## config.mk

```make
export PLATFORM = sky130hd
export DESIGN_NAME = acc_alu
export DESIGN_NICKNAME = d
export VERILOG_FILES = /design/src/rtl/acc_alu_pkg.sv /design/src/rtl/alu_addsub.sv /design/src/rtl/alu_bitops.sv /design/src/rtl/alu_szp.sv /design/src/rtl/acc_alu.sv
export SDC_FILE = /design/constraint.sdc
export NUM_CORES = 1
export LEC_CHECK = 0
export CAP_MARGIN = 20
export CORE_MARGIN = 4
export CORE_UTILIZATION = 45
export DETAILED_ROUTE_END_ITERATION = 7
export DONT_BUFFER_PORTS = 1
export PLACE_DENSITY_LB_ADDON = 0.15
export RECOVER_POWER = 50
export SLEW_MARGIN = 0
export SYNTH_ARGS = -nofsm -noshare
export SYNTH_HDL_FRONTEND = slang
export SYNTH_SLANG_ARGS = --single-unit
```

## constraint.sdc

```tcl
create_clock -name clk -period 6.13 [get_ports clk]
set_input_delay 0.9195 -clock clk [delete_from_list [all_inputs] [get_ports clk]]
set_output_delay 0.9195 -clock clk [all_outputs]
set_load 0.02 [all_outputs]
```

## src/rtl/acc_alu_pkg.sv

```systemverilog
package acc_alu_pkg;

    typedef enum logic [3:0] {
        OP_ADD  = 4'd0,
        OP_ADC  = 4'd1,
        OP_SUB  = 4'd2,
        OP_SBB  = 4'd3,
        OP_AND  = 4'd4,
        OP_OR   = 4'd5,
        OP_XOR  = 4'd6,
        OP_CMP  = 4'd7,
        OP_CMA  = 4'd8,
        OP_RLC  = 4'd9,
        OP_RRC  = 4'd10,
        OP_RAL  = 4'd11,
        OP_RAR  = 4'd12,
        OP_CMC  = 4'd13,
        OP_STC  = 4'd14,
        OP_HOLD = 4'd15
    } alu_op_e;

    // Packed from bit 7 down to bit 0; the positions are decoded by neighbours.
    typedef struct packed {
        logic sign;
        logic zero;
        logic rsv5;
        logic half;
        logic rsv3;
        logic par;
        logic rsv1;
        logic cy;
    } flag_t;

    localparam logic [7:0] FLAG_USED_MASK = 8'hD5;

    function automatic flag_t make_flags(input logic s, input logic z,
                                         input logic h, input logic p,
                                         input logic c);
        flag_t f;
        f      = '0;
        f.sign = s;
        f.zero = z;
        f.half = h;
        f.par  = p;
        f.cy   = c;
        return f;
    endfunction

    function automatic flag_t clean_flags(input logic [7:0] raw);
        return flag_t'(raw & FLAG_USED_MASK);
    endfunction

    function automatic logic is_addsub(input alu_op_e op);
        return (op == OP_ADD) || (op == OP_ADC) || (op == OP_SUB) ||
               (op == OP_SBB) || (op == OP_CMP);
    endfunction

endpackage

```

## src/rtl/alu_addsub.sv

```systemverilog
module alu_addsub #(
    parameter int W = 8
) (
    input  logic [W-1:0] a,
    input  logic [W-1:0] b,
    input  logic         cin,
    input  logic         sub,
    output logic [W-1:0] res,
    output logic         cout,
    output logic         hcout
);
    localparam int HALF = W / 2;

    logic [W:0]    full;
    logic [HALF:0] low;

    // In subtract mode the top bit of the wrapped difference is the borrow.
    always_comb begin
        if (sub) begin
            full = {1'b0, a} - {1'b0, b} - {{W{1'b0}}, cin};
            low  = {1'b0, a[HALF-1:0]} - {1'b0, b[HALF-1:0]} - {{HALF{1'b0}}, cin};
        end else begin
            full = {1'b0, a} + {1'b0, b} + {{W{1'b0}}, cin};
            low  = {1'b0, a[HALF-1:0]} + {1'b0, b[HALF-1:0]} + {{HALF{1'b0}}, cin};
        end
    end

    assign res   = full[W-1:0];
    assign cout  = full[W];
    assign hcout = low[HALF];
endmodule

```

## src/rtl/alu_bitops.sv

```systemverilog
module alu_bitops
    import acc_alu_pkg::*;
#(
    parameter int W = 8
) (
    input  alu_op_e      op,
    input  logic [W-1:0] a,
    input  logic [W-1:0] b,
    input  logic         cin,
    output logic [W-1:0] res,
    output logic         cout
);
    always_comb begin
        res  = a;
        cout = cin;
        unique case (op)
            OP_AND: begin res = a & b; cout = 1'b0; end
            OP_OR:  begin res = a | b; cout = 1'b0; end
            OP_XOR: begin res = a ^ b; cout = 1'b0; end
            OP_CMA: res = ~a;
            OP_RLC: begin res = {a[W-2:0], a[W-1]}; cout = a[W-1]; end
            OP_RRC: begin res = {a[0], a[W-1:1]};   cout = a[0];   end
            OP_RAL: begin res = {a[W-2:0], cin};    cout = a[W-1]; end
            OP_RAR: begin res = {cin, a[W-1:1]};    cout = a[0];   end
            OP_CMC: cout = ~cin;
            OP_STC: cout = 1'b1;
            default: begin res = a; cout = cin; end
        endcase
    end
endmodule

```

## src/rtl/alu_szp.sv

```systemverilog
module alu_szp #(
    parameter int W = 8
) (
    input  logic [W-1:0] r,
    output logic         s,
    output logic         z,
    output logic         p
);
    assign s = r[W-1];
    assign z = (r == '0);
    assign p = ~^r;
endmodule

```

## src/rtl/acc_alu.sv

```systemverilog
module acc_alu
    import acc_alu_pkg::*;
#(
    parameter int W = 8
) (
    input  logic         clk,
    input  logic         rst,
    input  logic         wr_en_i,
    input  logic [3:0]   op_i,
    input  logic [W-1:0] acc_i,
    input  logic [W-1:0] opnd_i,
    input  logic [7:0]   flags_i,
    output logic [W-1:0] acc_o,
    output logic [7:0]   flags_o
);
    alu_op_e      op;
    flag_t        fin;
    logic [W-1:0] as_res, bit_res, nxt_acc;
    logic         as_cy, as_hc, as_sub, as_cin, bit_cy;
    logic         sz_s, sz_z, sz_p;
    logic [W-1:0] sz_src;
    flag_t        nxt_flg;
    logic [W-1:0] acc_q;
    flag_t        flg_q;

    assign op  = alu_op_e'(op_i);
    assign fin = clean_flags(flags_i);

    assign as_sub = (op == OP_SUB) || (op == OP_SBB) || (op == OP_CMP);
    assign as_cin = ((op == OP_ADC) || (op == OP_SBB)) ? fin.cy : 1'b0;

    alu_addsub #(.W(W)) u_addsub (
        .a(acc_i), .b(opnd_i), .cin(as_cin), .sub(as_sub),
        .res(as_res), .cout(as_cy), .hcout(as_hc)
    );

    alu_bitops #(.W(W)) u_bitops (
        .op(op), .a(acc_i), .b(opnd_i), .cin(fin.cy),
        .res(bit_res), .cout(bit_cy)
    );

    assign sz_src = is_addsub(op) ? as_res : bit_res;

    alu_szp #(.W(W)) u_szp (.r(sz_src), .s(sz_s), .z(sz_z), .p(sz_p));

    always_comb begin
        nxt_acc = acc_i;
        nxt_flg = fin;
        unique case (op)
            OP_ADD, OP_ADC, OP_SUB, OP_SBB: begin
                nxt_acc = as_res;
                nxt_flg = make_flags(sz_s, sz_z, as_hc, sz_p, as_cy);
            end
            OP_CMP: begin
                nxt_acc = acc_i;
                nxt_flg = make_flags(sz_s, sz_z, as_hc, sz_p, as_cy);
            end
            OP_AND, OP_OR, OP_XOR: begin
                nxt_acc = bit_res;
                nxt_flg = make_flags(sz_s, sz_z, 1'b0, sz_p, 1'b0);
            end
            OP_CMA: begin
                nxt_acc = bit_res;
                nxt_flg = fin;
            end
            OP_RLC, OP_RRC, OP_RAL, OP_RAR, OP_CMC, OP_STC: begin
                nxt_acc    = bit_res;
                nxt_flg    = fin;
                nxt_flg.cy = bit_cy;
            end
            default: begin
                nxt_acc = acc_i;
                nxt_flg = fin;
            end
        endcase
    end

    always_ff @(posedge clk) begin
        if (rst) begin
            acc_q <= '0;
            flg_q <= '0;
        end else if (wr_en_i) begin
            acc_q <= nxt_acc;
            flg_q <= nxt_flg;
        end
    end

    assign acc_o   = acc_q;
    assign flags_o = flg_q;

    assert_unused_zero_R2: assert property (@(posedge clk) disable iff (rst)
        (flags_o & ~FLAG_USED_MASK) == 8'h00);

    assert_hold_R1: assert property (@(posedge clk) disable iff (rst)
        !wr_en_i |=> $stable(acc_o) && $stable(flags_o));

    assert_cmp_keeps_acc_R6: assert property (@(posedge clk) disable iff (rst)
        (wr_en_i && op_i == 4'd7) |=> acc_o == $past(acc_i));

    assert_logic_clears_cy_R7: assert property (@(posedge clk) disable iff (rst)
        (wr_en_i && (op_i == 4'd4 || op_i == 4'd5 || op_i == 4'd6))
        |=> (flags_o[0] == 1'b0) && (flags_o[4] == 1'b0));

    assert_cma_flags_R8: assert property (@(posedge clk) disable iff (rst)
        (wr_en_i && op_i == 4'd8) |=> flags_o == ($past(flags_i) & 8'hD5));

    assert_stc_sets_R10: assert property (@(posedge clk) disable iff (rst)
        (wr_en_i && op_i == 4'd14) |=> flags_o[0]);

    assert_zero_flag_R5: assert property (@(posedge clk) disable iff (rst)
        (wr_en_i && op_i <= 4'd6) |=> flags_o[6] == (acc_o == '0));
endmodule

```

==> flow_metrics.env <==
export IMPL_status="complete, no violations"
export IMPL_finalHoldViolCount=0
export IMPL_post_cts_repair_setup_buffers=0
export IMPL_met2_usage_pct=33.0
export IMPL_place_ws_ns=1.39
export IMPL_pin_count=47
export IMPL_dr_pass1_iters=5
export IMPL_grt_max_degree=40
export IMPL_hp_start="acc_o[0]"
export IMPL_area_growth_pct=-1.72
export IMPL_drc=0
export IMPL_yosysWarnings=0
export IMPL_wl_mm=7.55
export IMPL_fmax_mhz=221
export IMPL_top_usage_layer="met2"
export IMPL_grt_remaining_overflow=0
export IMPL_r2r_slack_ns=4.95
export IMPL_endpoint_kind="register"
export IMPL_drv_slew=0
export IMPL_insertion_delay_ns=0.24
export IMPL_start_util_pct=46.6
export IMPL_reg2reg_to="flags_o[7]"
export IMPL_synth_area_leader_cell="ha_1"
export IMPL_maxSlewHeadroom_pct=50.3
export IMPL_die_area_sq_um=7450
export IMPL_synthTopCellsByArea="ha_1, dfxtp_1, nand2_1"
export IMPL_reg2reg_depth=5
export IMPL_worstSetupPathType="in -> reg"
export IMPL_synth_area_sq_um=2760
export IMPL_yosys_register_bits=13
export IMPL_ant_nets=0
export IMPL_cts_resized=0
export IMPL_cts_inserted_buffers=3
export IMPL_grt_pass1_wl_mm=12.5
export IMPL_numPortBuffers=0
export IMPL_cellLeakagePower_nw=1.14
export IMPL_drt_iter0_drc=313
export IMPL_crit_arrival_ns=4.67
export IMPL_finalCritPeriodShare_pct=73.7
export IMPL_gp_congestion=0.835
export IMPL_insertedDiodeCount=0
export IMPL_tightest_slew_ns=0.744
export IMPL_r2r_start="flags_o[7]"
export IMPL_wl_per_cell_um=17.8
export IMPL_placed_cells=421
export IMPL_clock_sinks=13
export IMPL_via_count=2653
export IMPL_use_met3_pct=3.80
export IMPL_antenna_found_initial=0
export IMPL_peakVddDrop_uv=134
export IMPL_crit_required_ns=6.28
export IMPL_core_area_sq_um=5920
export IMPL_die_w_um=86.3
export IMPL_synth_top_area_share_pct=15.4
export IMPL_drive_gt1_share_pct=5.71
export IMPL_p_per_area_nw_per_um2=154
export IMPL_worstPathMaxFanout=35
export IMPL_clock_tree_buffer_depth=2
export IMPL_syn_avg_cell_area_sq_um=7.46
export IMPL_grt_pass1_vias=2435
export IMPL_viasPerCell=6.24
export IMPL_rows=28
export IMPL_cts_clk_slew_worst_paths_ns=0.05
export IMPL_setup_viol=0
export IMPL_yosysMostFrequentCell="nand2_1"
export IMPL_maxCapViolCount=0
export IMPL_cts_max_level=1
export IMPL_hp_class="reg -> reg"
export IMPL_postCtsHoldBufs=0
export IMPL_hold_depth=2
export IMPL_final_cells=425
export IMPL_root_buffer="clkbuf_8"
export IMPL_die_height_um=86.3
export IMPL_synthFlopType="dfxtp_1"
export IMPL_syn_inst=370
export IMPL_min_period_ns=4.52
export IMPL_fin_setup_tns_ns=0
export IMPL_skew_ns=0
export IMPL_finalWorstSetupSlack_ns=1.61
export IMPL_cts_tree="built"
export IMPL_seq_area_frac_synth_pct=9.43
export IMPL_synthTopCellsByCount="nand2_1, ha_1, inv_1"
export IMPL_hpwl_mm=5.82
export IMPL_synth_edff_count=0
export IMPL_min_to="acc_o[0]"
export IMPL_async_flop_share_pct=0
export IMPL_final_nets=420
export IMPL_use_met1_pct=29.4
export IMPL_grt_use_total_pct=20.6
export IMPL_startpoint_type="input pin"
export IMPL_ys_types=71
export IMPL_rsz0062_at_grt="no"
[through the flow]
| stage | power (mW) | util [%] | area (sq um) | hold WS, ns |
|---|---|---|---|---|
| 2_1_floorplan | 0.316 | - | 2770 | 0.547 |
| 3_3_place_gp | 0.340 | 45.1 | 2670 | 0.569 |
| 3_5_place_dp | 0.342 | 45.1 | 2670 | 0.568 |
| 4_1_cts | 0.420 | 45.8 | 2710 | 0.580 |
| 5_1_grt | 0.451 | 45.8 | 2710 | 0.614 |
| 6_report | 0.418 | 45.8 | 2710 | 0.572 |
[power breakdown]
| group | total (mW) | internal (mW) | switching, mW |
|---|---|---|---|
| Sequential | 0.109 | 0.0931 | 0.0154 |
| Clock | 0.0755 | 0.0459 | 0.0296 |
| Combinational | 0.234 | 0.105 | 0.129 |
[sequential cells by signal (all words and copies together), names as in the netlist]
name / cells
flags_o: 5
acc_o: 8
[area by class of cell]
cell class,count,area [sq um]
well taps,75,93.8
inverters,28,105
flip-flops and latches,13,260
multi-input cells,304,2200
repair buffers,1,7.51
fillers,636,3210
clock buffers,4,45.0
[logic make-up after synthesis]
kind of cell	Yosys count	synth area share, %
buffers and inverters	55	11.1
DFF	13	9.43
and+or+nand+nor	117	20.8
muxes	15	5.48
AOI/OAI and AO/OA	116	29.9
adders and majority gates	39	18.7
other	1	0.136
xor gates and xnor gates	14	4.44
[metal layers]
metal	vias up	part of all wire (%)
met2	110	46
met4	0	1.8
li1	1304	-
met3	8	8.1
met5	-	0
met1	1231	45
[placed cells by master (no fill, tap or decap), types with 3 or more instances in the layout]
master / n
conb_1: 3
a211oi_1: 9
ha_1: 34
dfxtp_1: 13
nand4_1: 3
nor2_1: 25
o2bb2ai_1: 3
nand2_1: 42
nor3b_1: 3
xor2_1: 5
nand2b_1: 3
a221oi_1: 3
mux2i_1: 14
o21bai_1: 3
a21o_1: 6
or3_1: 3
a211o_1: 3
o21a_1: 3
nor3_1: 11
a21oi_1: 23
o21ai_0: 18
a31oi_1: 8
o211ai_1: 5
fa_1: 4
clkbuf_8: 3
inv_1: 27
nand3_1: 8
xnor2_1: 9
[critical path, cell delays in order]
cell and delay (ns):
nor2_2 0.10, nand3_1 0.13, inv_1 0.09, fa_1 0.46, ha_1 0.22, or2_2 0.30, fa_1 0.39, o21a_1 0.23
o221a_2 0.27, xor2_1 0.14, nand2_1 0.06, o21ai_0 0.15, mux2i_1 0.24, ha_1 0.28, xnor2_1 0.19, xnor2_1 0.15
nand2_1 0.08, a311oi_1 0.24
[how the worst max path moves through the flow]
stage,start,endpoint,slack [ns],depth (start not counted)
finish,op_i[2],flags_o[2],1.61,18
global route,op_i[2],flags_o[2],1.32,18
CTS,op_i[2],flags_o[2],1.60,18
detailed placement,op_i[2],flags_o[2],1.39,18
global placement,op_i[2],flags_o[2],1.42,18
floorplan,op_i[0],flags_o[2],1.41,20
No activity file was read; power rests on OpenSTA's default activity.
